`config.mk`:
```
export PLATFORM = sky130hd
export DESIGN_NAME = spwm_deadband_top
export DESIGN_NICKNAME = d
export VERILOG_FILES = /design/src/rtl/spwm_pkg.sv /design/src/rtl/spwm_regs.sv /design/src/rtl/spwm_carrier.sv /design/src/rtl/spwm_leg.sv /design/src/rtl/spwm_deadband.sv /design/src/rtl/spwm_deadband_top.sv
export SDC_FILE = /design/constraint.sdc
export NUM_CORES = 1
export LEC_CHECK = 0
export ABC_AREA = 0
export ABC_CLOCK_PERIOD_IN_PS = 6470
export BUFFER_PORTS_ARGS = -buffer_cell sky130_fd_sc_hd__buf_2
export CAP_MARGIN = 30
export CORE_ASPECT_RATIO = 0.8
export CORE_MARGIN = 10
export CORE_UTILIZATION = 62
export DETAILED_ROUTE_END_ITERATION = 7
export PLACE_DENSITY = 0.83
export SLEW_MARGIN = 30
export SYNTH_ARGS = -nofsm -noshare
export SYNTH_HDL_FRONTEND = slang
export SYNTH_SLANG_ARGS = --single-unit
```
`constraint.sdc`:
```
create_clock -name clk -period 6.47 [get_ports clk]
set_input_delay 0.3235 -clock clk [delete_from_list [all_inputs] [get_ports clk]]
set_output_delay 0.3235 -clock clk [all_outputs]
set_load 0.02 [all_outputs]
```
`src/rtl/spwm_pkg.sv`:
```
// Shared definitions for the center-aligned PWM generator.
// Holds the carrier direction type and the host address map helpers.
package spwm_pkg;

    typedef enum logic {
        DIR_UP   = 1'b0,
        DIR_DOWN = 1'b1
    } dir_e;

    // Address of the period shadow register.
    localparam int unsigned ADDR_PERIOD = 0;

    // Address of the compare shadow of one leg.
    function automatic int unsigned cmp_addr(input int unsigned leg);
        return leg + 1;
    endfunction

    // Address of the dead-time shadow, placed after the last leg.
    function automatic int unsigned dt_addr(input int unsigned legs);
        return legs + 1;
    endfunction

endpackage

```
`src/rtl/spwm_regs.sv`:
```
// Shadow and working registers for period, compares and dead time.
// Host writes land in shadows; working copies load on every cycle the
// carrier is at zero. The "use" outputs give the value that rules the
// current cycle: the shadow at the zero point, the working copy elsewhere.
// Assumes DT_W <= CNT_W.
module spwm_regs
    import spwm_pkg::*;
#(
    parameter int unsigned NUM_LEGS   = 2,
    parameter int unsigned CNT_W      = 16,
    parameter int unsigned DT_W       = 8,
    parameter int unsigned ADDR_W     = 2,
    parameter int unsigned PERIOD_RST = 100
) (
    input  logic                               clk,
    input  logic                               rst_n,
    input  logic                               wr_en,
    input  logic [ADDR_W-1:0]                  wr_addr,
    input  logic [CNT_W-1:0]                   wr_data,
    input  logic                               zero_pt,
    output logic [CNT_W-1:0]                   per_sh,
    output logic [CNT_W-1:0]                   per_act,
    output logic [CNT_W-1:0]                   per_use,
    output logic [NUM_LEGS-1:0][CNT_W-1:0]     cmp_use,
    output logic [DT_W-1:0]                    dt_act
);

    logic [DT_W-1:0] dt_sh;
    logic [NUM_LEGS-1:0][CNT_W-1:0] cmp_sh;
    logic [NUM_LEGS-1:0][CNT_W-1:0] cmp_act;

    // Period shadow capture and load at the zero point.
    always_ff @(posedge clk) begin
        if (!rst_n) begin
            per_sh  <= CNT_W'(PERIOD_RST);
            per_act <= CNT_W'(PERIOD_RST);
        end else begin
            if (wr_en && (wr_addr == ADDR_W'(ADDR_PERIOD))) begin
                per_sh <= wr_data;
            end
            if (zero_pt) begin
                per_act <= per_sh;
            end
        end
    end

    // Dead-time shadow capture and load at the zero point.
    always_ff @(posedge clk) begin
        if (!rst_n) begin
            dt_sh  <= '0;
            dt_act <= '0;
        end else begin
            if (wr_en && (wr_addr == ADDR_W'(dt_addr(NUM_LEGS)))) begin
                dt_sh <= wr_data[DT_W-1:0];
            end
            if (zero_pt) begin
                dt_act <= dt_sh;
            end
        end
    end

    genvar g;
    generate
        for (g = 0; g < NUM_LEGS; g++) begin : g_cmp
            // Per-leg compare shadow capture and load at the zero point.
            always_ff @(posedge clk) begin
                if (!rst_n) begin
                    cmp_sh[g]  <= '0;
                    cmp_act[g] <= '0;
                end else begin
                    if (wr_en && (wr_addr == ADDR_W'(cmp_addr(g)))) begin
                        cmp_sh[g] <= wr_data;
                    end
                    if (zero_pt) begin
                        cmp_act[g] <= cmp_sh[g];
                    end
                end
            end

            // Compare value that governs this cycle.
            assign cmp_use[g] = zero_pt ? cmp_sh[g] : cmp_act[g];
        end
    endgenerate

    // Period value that governs this cycle.
    assign per_use = zero_pt ? per_sh : per_act;

endmodule

```
`src/rtl/spwm_carrier.sv`:
```
// Triangular up/down carrier: 0,1..P,P-1..1,0,... with P taken from
// per_use. Parked at zero while disabled or when the period is zero.
// zero_pt flags every cycle the count is zero.
module spwm_carrier
    import spwm_pkg::*;
#(
    parameter int unsigned CNT_W = 16
) (
    input  logic             clk,
    input  logic             rst_n,
    input  logic             enable,
    input  logic [CNT_W-1:0] per_use,
    output logic [CNT_W-1:0] cnt,
    output logic             zero_pt
);

    dir_e dir;

    // Count step and slope reversal at the peak and at one.
    always_ff @(posedge clk) begin
        if (!rst_n) begin
            cnt <= '0;
            dir <= DIR_UP;
        end else if (!enable || (per_use == '0)) begin
            cnt <= '0;
            dir <= DIR_UP;
        end else if ((dir == DIR_UP) || (cnt == '0)) begin
            if (cnt >= per_use) begin
                cnt <= cnt - CNT_W'(1);
                dir <= DIR_DOWN;
            end else begin
                cnt <= cnt + CNT_W'(1);
                dir <= DIR_UP;
            end
        end else begin
            cnt <= cnt - CNT_W'(1);
            if (cnt == CNT_W'(1)) begin
                dir <= DIR_UP;
            end
        end
    end

    // Zero-point flag used for reload and the interrupt.
    assign zero_pt = (cnt == '0);

endmodule

```
`src/rtl/spwm_leg.sv`:
```
// One leg square wave. At the zero point the leg starts high unless its
// compare is zero; in between it toggles when the count equals a compare
// lying strictly between zero and the period. A compare at or above the
// period never matches, so the leg stays high all period.
module spwm_leg #(
    parameter int unsigned CNT_W = 16
) (
    input  logic             clk,
    input  logic             rst_n,
    input  logic             zero_pt,
    input  logic [CNT_W-1:0] cnt,
    input  logic [CNT_W-1:0] cmp_use,
    input  logic [CNT_W-1:0] per_use,
    output logic             leg
);

    logic in_range;

    // Compare is one that produces two toggles per period.
    assign in_range = (cmp_use != '0) && (cmp_use < per_use);

    // Leg level: preset at zero, invert on match.
    always_ff @(posedge clk) begin
        if (!rst_n) begin
            leg <= 1'b0;
        end else if (zero_pt) begin
            leg <= (cmp_use != '0);
        end else if (in_range && (cnt == cmp_use)) begin
            leg <= ~leg;
        end
    end

endmodule

```
`src/rtl/spwm_deadband.sv`:
```
// Complementary gate pair with turn-on delay. Tracks the leg level; each
// level change restarts a counter, and the gate matching the level turns
// on only once the counter reaches the dead time. Disabled: gates off and
// the counter held at zero, so re-enabling also waits the dead time.
module spwm_deadband #(
    parameter int unsigned DT_W = 8
) (
    input  logic            clk,
    input  logic            rst_n,
    input  logic            enable,
    input  logic            leg,
    input  logic [DT_W-1:0] dt,
    output logic            gate_hi,
    output logic            gate_lo
);

    logic            lvl;
    logic [DT_W-1:0] dcnt;
    logic            settled;

    // Level tracking and dead-time counting.
    always_ff @(posedge clk) begin
        if (!rst_n) begin
            lvl  <= 1'b0;
            dcnt <= '0;
        end else if (!enable) begin
            lvl  <= leg;
            dcnt <= '0;
        end else if (leg != lvl) begin
            lvl  <= leg;
            dcnt <= '0;
        end else if (dcnt < dt) begin
            dcnt <= dcnt + DT_W'(1);
        end
    end

    // Gate decode once the dead time has elapsed.
    assign settled = enable && (dcnt >= dt);
    assign gate_hi = settled && lvl;
    assign gate_lo = settled && !lvl;

endmodule

```
`src/rtl/spwm_deadband_top.sv`:
```
// Single-phase center-aligned sine PWM generator with dead time.
// Host writes go to shadows that load at the carrier zero point; each leg
// compare drives one complementary gate pair. Assumes synchronous host
// writes on clk and DT_W <= CNT_W.
module spwm_deadband_top
    import spwm_pkg::*;
#(
    parameter int unsigned NUM_LEGS   = 2,
    parameter int unsigned CNT_W      = 16,
    parameter int unsigned DT_W       = 8,
    parameter int unsigned PERIOD_RST = 100,
    localparam int unsigned ADDR_W    = $clog2(NUM_LEGS + 2)
) (
    input  logic                clk,
    input  logic                rst_n,
    input  logic                enable,
    input  logic                wr_en,
    input  logic [ADDR_W-1:0]   wr_addr,
    input  logic [CNT_W-1:0]    wr_data,
    output logic [CNT_W-1:0]    carrier_cnt,
    output logic                zero_irq,
    output logic [NUM_LEGS-1:0] gate_hi,
    output logic [NUM_LEGS-1:0] gate_lo
);

    logic                           zero_pt;
    logic [CNT_W-1:0]               per_sh;
    logic [CNT_W-1:0]               per_act;
    logic [CNT_W-1:0]               per_use;
    logic [NUM_LEGS-1:0][CNT_W-1:0] cmp_use;
    logic [DT_W-1:0]                dt_act;
    logic [NUM_LEGS-1:0]            leg_q;

    spwm_regs #(
        .NUM_LEGS  (NUM_LEGS),
        .CNT_W     (CNT_W),
        .DT_W      (DT_W),
        .ADDR_W    (ADDR_W),
        .PERIOD_RST(PERIOD_RST)
    ) u_regs (
        .clk    (clk),
        .rst_n  (rst_n),
        .wr_en  (wr_en),
        .wr_addr(wr_addr),
        .wr_data(wr_data),
        .zero_pt(zero_pt),
        .per_sh (per_sh),
        .per_act(per_act),
        .per_use(per_use),
        .cmp_use(cmp_use),
        .dt_act (dt_act)
    );

    spwm_carrier #(
        .CNT_W(CNT_W)
    ) u_carrier (
        .clk    (clk),
        .rst_n  (rst_n),
        .enable (enable),
        .per_use(per_use),
        .cnt    (carrier_cnt),
        .zero_pt(zero_pt)
    );

    genvar g;
    generate
        for (g = 0; g < NUM_LEGS; g++) begin : g_leg
            spwm_leg #(
                .CNT_W(CNT_W)
            ) u_leg (
                .clk    (clk),
                .rst_n  (rst_n),
                .zero_pt(zero_pt),
                .cnt    (carrier_cnt),
                .cmp_use(cmp_use[g]),
                .per_use(per_use),
                .leg    (leg_q[g])
            );

            spwm_deadband #(
                .DT_W(DT_W)
            ) u_db (
                .clk    (clk),
                .rst_n  (rst_n),
                .enable (enable),
                .leg    (leg_q[g]),
                .dt     (dt_act),
                .gate_hi(gate_hi[g]),
                .gate_lo(gate_lo[g])
            );
        end
    endgenerate

    // Interrupt at each enabled zero point.
    assign zero_irq = enable && zero_pt;

endmodule

```
==> summary.md <==
| Metric | Value |
|---|---|
| Outcome | `finished clean` |
| Final Util | `71.3%` |
| Routed wire length | `22600 microns` |
| DRC | `0` |
| Site Rows | `37` |
| Initial core utilization | `64.1%` |
| Mapped Avg Cell Area | `8.61 sq um` |
| Routability congestion estimate | `0.974` |
| Worst-path clk slew | `0.06 ns` |
| Tightest Pin Transition | `slightly above 1 ns` |
| Die Y | `~120 microns` |
| Worst-Skew Late Latency | `between 0.4 and 0.5 ns` |
| CP arrival | `5.71 ns` |
| I/O Pins | `between 40 and 50` |
| CP Max Fanout | `36` |
| Simple-Gate Fraction of Synth Area | `23.5%` |
| Vias per std cell | `approximately 6.0` |
| Largest net degree at the start of global routing | `121` |
| Final clock skew | `0.0139 ns` |
| Pint | `2560 uW` |
| Share of layout cells above drive strength 1 | `around 11%` |
| Post-detailed-route count of antenna-violating nets | `0` |
| Nets | `1077` |
| Die area | `18600 sq um` |
| RSZ-0062 raised after global routing | `false` |
| Pleak | `0.00416 uW` |
| Max-Cap Viols | `0` |
| Post-DP Area | `8660 sq um` |
| Largest family of logic cells by synthesized area | `simple AND/OR/NAND/NOR gates` |
| Sw Share | `43.7%` |
| Max_slew headroom | `31.3%` |
| Crit path kind | `flop to flop` |
| Total number of vias | `7086` |
| Min-Delay Path Class | `primary input to flop` |
| CTS buffer count | `17` |
| Dpl hpwl | `16100 microns` |
| Gate power share | `between 50% and 60%` |
| Sum Neg Setup Slack | `0 ns` |
| DR WL/cell | `19.1 microns` |
| Commonest non-fill, non-tap cell in the layout | `nand2_1` |
| Resize count post-CTS | `0` |
| Final Cell Area | `9310 sq um` |
| Crit path launch type | `flop` |
| Ant diodes | `0` |
| Top FF cell, synth | `dfxtp_1` |
| Number of port buffers | `42` |
| Post-CTS Hold Fix Bufs | `0` |
| Top layer in use | `met4` |
| Global-route wire length before repair | `35700 microns` |
| Clock power share | `between 20% and 30%` |
| 1st-iter DRT viols | `779` |
| Total setup buffers inserted after CTS | `0` |
| Synthesized instance count | `971` |
| Post-Syn Area | `8360 sq um` |
| Chip width | `150 microns` |
| Antenna violations before repair | `0` |
| Post-synthesis net count | `between 1000 and 1500` |
| First-pass DRT Iterations | `6` |
| Seq/Total Area, Yosys | `35.7%` |
| YS warnings | `0` |
| Tcrit/Tclk final | `82.8%` |
| Synthesis-stage register bit count | `149` |
| Async SR Flop Fraction | `0%` |
| Fin. Hold Viols | `0` |
| TritonCTS clock tree | `done` |
| Worst endpoint required time | `approximately 7 ns` |
| Fmax | `about 0.19 GHz` |
| Setup violators final | `0` |
| Synth cell types | `63` |
| Mux share of post-synthesis cell area | `about 6.8%` |
| Number of global-route vias before repair | `6710` |
| Congestion Overflow GR | `0` |
| Minimum clock period | `5.36 ns` |
| Most used cells in the layout excluding fill and tap cells | `nand2_1, dfxtp_1, ha_1` |
| Area Overhead vs Synth | `11.3%` |
| DR WL met2 | `10100 microns` |
| Worst setup EP type | `flop` |
| Total number of H-tree levels | `4` |
| Xor/xnor share of the synthesized area | `4.82%` |
| Synth Area in Adders | `9.22%` |
| CORE AREA | `13100 sq um` |
| Clk sinks | `149` |
| CTS Buffer Depth | `2` |
| Fin. max-slew vios | `0` |
| Root Driver | `clkbuf_16` |
| Power per cell area | `489 nW/um^2` |
| Total track usage | `24.5%` |
| Flop pwr share | `25.1%` |
| Routed wl met3 | `1810 microns` |
| Final Power | `around 4600 uW` |
| Max IR drop VDD | `336 uV` |
| EDFF count, synth | `0` |
| Psw | `approximately 2000 uW` |
| Post-route met1 wirelength | `about 10000 microns` |
| Compound-Gate Fraction of Synth Area | `14.9%` |
power groups by stage:
stage               combinational (uW)  sequential, uW  clock [uW]
floorplan                         1790            1120           0
global placement                  2240            1150           0
detailed placement                2260            1160           0
CTS                               2290            1140        1070
global route                      2540            1160        1110
finish                            2350            1140        1060
layout make-up:
class                   count  area [sq um]
clock buffers              20           467
repair buffers             57           335
multi-input cells         723          4960
flip-flops and latches    149          2980
clock inverters            12           169
well taps                 175           219
fillers                   988          3740
inverters                  47           176
flip-flops by register name, indices dropped and copies added, names as in the netlist:
register         flops
u_regs.dt_sh         8
u_carrier.cnt       16
u_regs.dt_act        8
u_regs.cmp_sh       32
u_regs.cmp_act      32
g_leg.u_db.lvl       2
u_regs.per_sh       16
u_carrier.dir        1
g_leg.u_leg.leg      2
g_leg.u_db.dcnt     16
u_regs.per_act      16
layer usage:
metal / up-vias / global-route usage [%]
met5: - / 0
met1: 3358 / 33.1
met2: 259 / 38.1
met3: 35 / 5.76
li1: 3434 / -
met4: 0 / 7.64
per-stage QoR:
step / std cells / hold slack [ns] / setup WS [ns]
floorplan: 971 / 0.440 / 1.66
global placement: 1150 / 0.453 / 1.46
detailed placement: 1150 / 0.460 / 1.27
CTS: 1182 / 0.166 / 1.24
global route: 1183 / 0.177 / 0.788
finish: 1183 / 0.161 / 1.11
logic make-up after synthesis:
logic type | Yosys count
simple gates | 391
flops | 149
xor+xnor | 46
compound gates | 168
mux | 56
fa+ha+maj | 62
buf+inv | 99
worst max-delay path, stage by stage, from the launching register on:
cell	delay, ns
dfxtp_1	0.42
inv_1	0.19
ha_1	0.23
nor3b_1	0.32
and3_1	0.39
nand2_4	0.40
mux2i_1	0.61
ha_1	0.34
a21o_1	0.17
a21o_1	0.18
maj3_1	0.38
o21ai_2	0.59
nand2_1	0.36
or4_1	0.57
o211ai_1	0.11
worst paths after layout:
kind / start / to / slack, ns / depth (start not counted)
hold reg to reg: u_regs.dt_sh[2] / u_regs.dt_act[2] / 0.46 / 2
setup / recovery: u_carrier.cnt[0] / u_carrier.cnt[8] / 1.11 / 14
setup reg to reg: u_carrier.cnt[0] / u_carrier.cnt[8] / 1.11 / 14
hold / removal: wr_data[11] / u_regs.cmp_sh[11] / 0.16 / 3
synth_stat cells, types with 7 or more instances:
master    instances  share of area, %
nand2_1         151               6.8
dfxtp_1         149                36
ha_1             60               9.0
nor2b_1          56               4.2
a21boi_0         54               4.8
mux2i_1          52               6.2
inv_1            46               2.1
nor2_1           36               1.6
clkbuf_1         34               1.5
nor3_1           31               1.9
xnor2_1          28               2.9
nand3_1          27               1.6
o21ai_0          26               1.6
nand4_1          25               1.9
a21oi_1          24               1.4
a21o_1           18               1.6
xor2_1           18               1.9
nor4_1           15               1.1
and3_1           12              0.90
o21a_1            9              0.81
buf_2             8              0.48
nor3b_1           8              0.72
and2_1            7              0.52
o211ai_1          7              0.63
Note: power is estimated with default switching activity, not from simulation.
